--- src/rtl/operand_bypass_select.sv ---
module operand_bypass_select #(
  parameter int IDX_W = 5
) (
  input  logic [IDX_W-1:0] ex_rs1_idx,
  input  logic [IDX_W-1:0] ex_rs2_idx,
  input  logic             mem_wr_en,
  input  logic [IDX_W-1:0] mem_dst_idx,
  input  logic             wb_wr_en,
  input  logic [IDX_W-1:0] wb_dst_idx,
  output logic [1:0]       fwd_sel_a,
  output logic [1:0]       fwd_sel_b
);

  localparam int         NSRC    = 2;
  localparam logic [1:0] SEL_RF  = 2'b00;
  localparam logic [1:0] SEL_WB  = 2'b01;
  localparam logic [1:0] SEL_MEM = 2'b10;

  logic [IDX_W-1:0] src [NSRC];
  logic [1:0]       sel [NSRC];

  assign src[0] = ex_rs1_idx;
  assign src[1] = ex_rs2_idx;

  wire mem_live = mem_wr_en && (mem_dst_idx != '0);
  wire wb_live  = wb_wr_en  && (wb_dst_idx  != '0);

  for (genvar g = 0; g < NSRC; g++) begin : g_src
    wire mem_hit = mem_live && (mem_dst_idx == src[g]);
    wire wb_hit  = wb_live  && (wb_dst_idx  == src[g]);
    assign sel[g] = mem_hit ? SEL_MEM :
                    wb_hit  ? SEL_WB  : SEL_RF;
  end

  assign fwd_sel_a = sel[0];
  assign fwd_sel_b = sel[1];

  always_comb begin
    AST_NO_CODE3_A: assert (fwd_sel_a != 2'b11);
    AST_NO_CODE3_B: assert (fwd_sel_b != 2'b11);
    AST_MEM_SRC_A: assert (fwd_sel_a != SEL_MEM || (mem_wr_en && mem_dst_idx == ex_rs1_idx));
    AST_WB_SRC_A: assert (fwd_sel_a != SEL_WB || (wb_wr_en && wb_dst_idx == ex_rs1_idx));
    AST_WB_SRC_B: assert (fwd_sel_b != SEL_WB || (wb_wr_en && wb_dst_idx == ex_rs2_idx));
    AST_NEWEST_A: assert (!(mem_wr_en && mem_dst_idx != '0 && mem_dst_idx == ex_rs1_idx) || fwd_sel_a == SEL_MEM);
    AST_ZERO_A: assert (ex_rs1_idx != '0 || fwd_sel_a == SEL_RF);
    AST_ZERO_B: assert (ex_rs2_idx != '0 || fwd_sel_b == SEL_RF);
    AST_IDLE_A: assert (mem_wr_en || wb_wr_en || fwd_sel_a == SEL_RF);
  end

endmodule

--- config.mk ---
export PLATFORM = sky130hd
export DESIGN_NAME = operand_bypass_select
export DESIGN_NICKNAME = d
export VERILOG_FILES = /design/src/rtl/operand_bypass_select.sv
export SDC_FILE = /design/constraint.sdc
export NUM_CORES = 1
export LEC_CHECK = 0
export BUFFER_PORTS_ARGS = -buffer_cell sky130_fd_sc_hd__buf_2
export CAP_MARGIN = 25
export CORE_AREA = 2 2 39 41
export DETAILED_ROUTE_END_ITERATION = 12
export DIE_AREA = 0 0 41 43
export GPL_TIMING_DRIVEN = 0
export PLACE_DENSITY = 0.53
export SLEW_MARGIN = 20
export SYNTH_ARGS = -nofsm -noshare
export SYNTH_HDL_FRONTEND = slang
export SYNTH_SLANG_ARGS = --single-unit
--- constraint.sdc ---
create_clock -name vclk -period 3.1
set_input_delay 0.62 -clock vclk [all_inputs]
set_output_delay 0.62 -clock vclk [all_outputs]
set_load 0.05 [all_outputs]
-- Yosys cells after proc, flatten, opt, wreduce, memory -nomap -nowiden
Index checks and enable logic that the tools add are counted.
- register bits: 0
- bits in latches: 0
- RAM bits: 0
- memory bits (read-only): 0
- bits of input ports: 22
- output and inout port bits: 4
- word-level logic and storage cells: 16
- memories kept: 0
- add/subtract/negate cells: 0
- $mul: 0
- divide/modulo/power cells: 0
- $lt $le $gt $ge: 0
- eq/ne operators: 4
- shift operators: 0
- muxes and demuxes: 4
- bitwise gates (word level): 0
- reduce and logical (&&, ||, !) cells: 8
- operators by type and width (kind ; number):
    5-bit == test ; 4
    5-bit nonzero test ; 2
    1-bit logical AND ; 6
    2-bit 2-to-1 mux ; 2
    1-bit 2-to-1 mux ; 2

-- Depth between registers and ports, before layout
- depth in word-level cells: 5
- depth in mapped cells: 4
- mapped depth without buffers: 4

-- Least setup slack after synthesis
No wires, ideal clock.
- path type: input to output
- start point: input mem_dst_idx[1]
- end point: output fwd_sel_a[0]
- arrival time: 2.348 ns
- data required time: 2.480 ns
- path slack: 0.132 ns
- stages on the path: 4
- path buffers: 0
- cells stage by stage: or4_1 > o21ai_2 > nor4_1 > nor4_2
- word-level cells in the longest chain between the ends: 4
- elaborated cells on any way between the ends: 5
- classes of those cells: 1 x eq/ne; 1 x mux; 3 x reduce/logical
- RTL lines (element ; RTL line ; source):
    from (decl) ; 7 ; input logic [IDX_W-1:0] mem_dst_idx,
    5-bit nonzero test ; 25 ; wire mem_live = mem_wr_en && (mem_dst_idx != '0);
    1-bit logical AND ; 25 ;
    1-bit logical AND (*) ; 29 ; wire mem_hit = mem_live && (mem_dst_idx == src[g]);
    net g_src[0].mem_hit ; 29 ;
    2-bit 2-to-1 mux (*) ; 31 ; assign sel[g] = mem_hit ? SEL_MEM :
    to (decl) ; 10 ; output logic [1:0] fwd_sel_a,
The timed path passes the listed nets; every way through them passes the cells marked *.

-- Worst setup path in the final report
Ends and elaborated chain as after synthesis.

==> impl_metrics.tcl <==
set metrics [dict create \
    p_leak_nw 0.1865 \
    fmax_mhz 374.3 \
    worst_pin_slew_ns 0.4579 \
    rows 14 \
    synth_seq_area_share_pct 0 \
    synth_cells 36 \
    drc 0 \
    setup_slack_ns 0.4284 \
    end_kind "primary output" \
    post-place-ws_ns 0.4196 \
    worstPathCellList "buf_2 > or4_1 > o21ai_2 > nor4_1 > nor4_2 > buf_2" \
    power.density_mw_per_mm2 132.2 \
    synth.distinct_cells 11 \
    dieArea_mm2 0.001763 \
    slew_violations 0 \
    gp_congestion 0.6234 \
    ys_warn_count 0 \
    num_io_pins 26 \
    maxCapViolCount 0 \
    setup_viol 0 \
    grt_use_total_pct 8.691 \
    drive_gt1_share_pct 50.00 \
    cp-start-kind "input port" \
    fin_crit_sh_pct 86.18 \
    firstDrtPassIters 2 \
    grt_pass1_vias 270 \
    fin_nets 86 \
    rsz0062_at_grt "false" \
    required_ns 2.48 \
    routed_wirelength_um 784 \
    areaGrowthSynthToFinish_pct 52.63 \
    synth_area_um2 285.3 \
    slowest_stage "or4_1" \
    grt_pass1_wl_um 1131 \
    final_cells 78 \
    io_buffers 26 \
    grt_max_degree 4 \
    core_region_area_mm2 0.001384 \
    post_cts_resized 0 \
    synth.most_common_cell "xnor2_1" \
    n_sequential_cell 0 \
    crit_fanout 3 \
    vias 329 \
    via_per_inst 4.218 \
    seq_power_share_pct 0 \
    status "completed" \
    fin_crit_ns 2.672 \
    hold_buffers 0 \
    max_slew_margin_pct 69.19 \
    num-clock-buffers 0 \
    ir_worst_vdd_v 0.00004227 \
    fin_setup_tns_ns 0 \
    grt-ovfl-total 0 \
    fp.dieH_um 43 \
    p_sw_mw 0.02809 \
    antenna_found_initial 0 \
    criticalPathCategory "input port to primary output" \
    seqCellArea_um2 0 \
    insertedDiodeCount 0 \
    synth_top_cell_area_share_pct 49.12 \
    syn_nets 58 \
    max_stage_delay_ns 0.53 \
    fp.dieW_um 41 \
    clkPwrFrac_pct 0 \
    drtAntennaViolNets 0 \
    p_sw_share_pct 48.79 \
    cts_setup_buffers 0 \
    detail_route.wl_per_cell_um 10.05 \
    crit_top_cell "buf_2" \
    initial_utilization_pct 20.61 \
    hold_viol_final 0 \
    worst_hold_path_type "input port to primary output" \
    p_int_mw 0.02948 \
    synth_common_cells "xnor2_1 (16), xor2_1 (4)" \
    synth.area.top_cells "xnor2_1 (49%), xor2_1 (12%), nor4_2 (8.8%), buf_4 (5.3%), or4_1 (5.3%)" \
    p_comb_share_pct 100.0 \
    drtIter0Drc 5 \
    placedCellCount 78 \
    synth.avg_cell_area_um2 7.924 \
    yosysTopAreaCell "xnor2_1" \
    crit_arrival_ns 2.05 \
]
[logic make-up after synthesis]
family | share of synthesized area, %
buffers and inverters | 5.262
XOR/XNOR | 61.40
AND/OR/NAND/NOR | 30.26
AO/OA/AOI/OAI | 3.071
[through the flow]
step                total power [mW]  utilization (%)  hold slack (ns)  area (um2)
finish                       0.05757            31.46            1.678       435.4
global route                 0.06249            31.46            1.684       435.4
CTS                          0.05796            31.46            1.674       435.4
detailed placement           0.05765            31.46            1.670       435.4
global placement             0.05760            31.46            1.673       435.4
floorplan                    0.03119                -            1.418       285.3
[layer usage]
metal	vias to the layer above	track usage, %	wire length, um	part of all wire [%]
met5	-	0	0	0
met4	0	0	0	0
met3	0	0	86	11
met2	20	13.44	302	39
met1	130	13.92	395	50
li1	179	-	-	-
[power groups by stage]
stage / clock (mW) / sequential [mW] / combinational [mW]
3_5_place_dp: 0 / 0 / 0.0576
2_1_floorplan: 0 / 0 / 0.0312
5_1_grt: 0 / 0 / 0.0625
6_report: 0 / 0 / 0.0576
4_1_cts: 0 / 0 / 0.0580
3_3_place_gp: 0 / 0 / 0.0576
[critical path, delay by kind of cell]
family	cells	cell delay (ns)
simple gates	3	0.87
compound gates	1	0.14
buf+inv	2	0.41
[cell usage in the layout, fill, tap and decap left out, drive strengths merged]
cell	count
or4	2
o21ai	1
buf	28
xor2	4
nand3	2
nor4	4
xnor2	16
nand2	2
nand4	2
nor2	1
[path summary, 6_finish.rpt]
path	startpoint	to	slack (ns)	cells past startpoint
min	wb_wr_en	fwd_sel_b[0]	1.68	4
max	mem_dst_idx[1]	fwd_sel_a[0]	0.43	6
[final cells by class]
type | count | area, um2
fillers | 149 | 948.4
multi-input cells | 34 | 270.3
repair buffers | 26 | 130.1
well taps | 16 | 20.02
plain buffers | 2 | 15.01
Note: power is estimated with default switching activity, not from simulation.
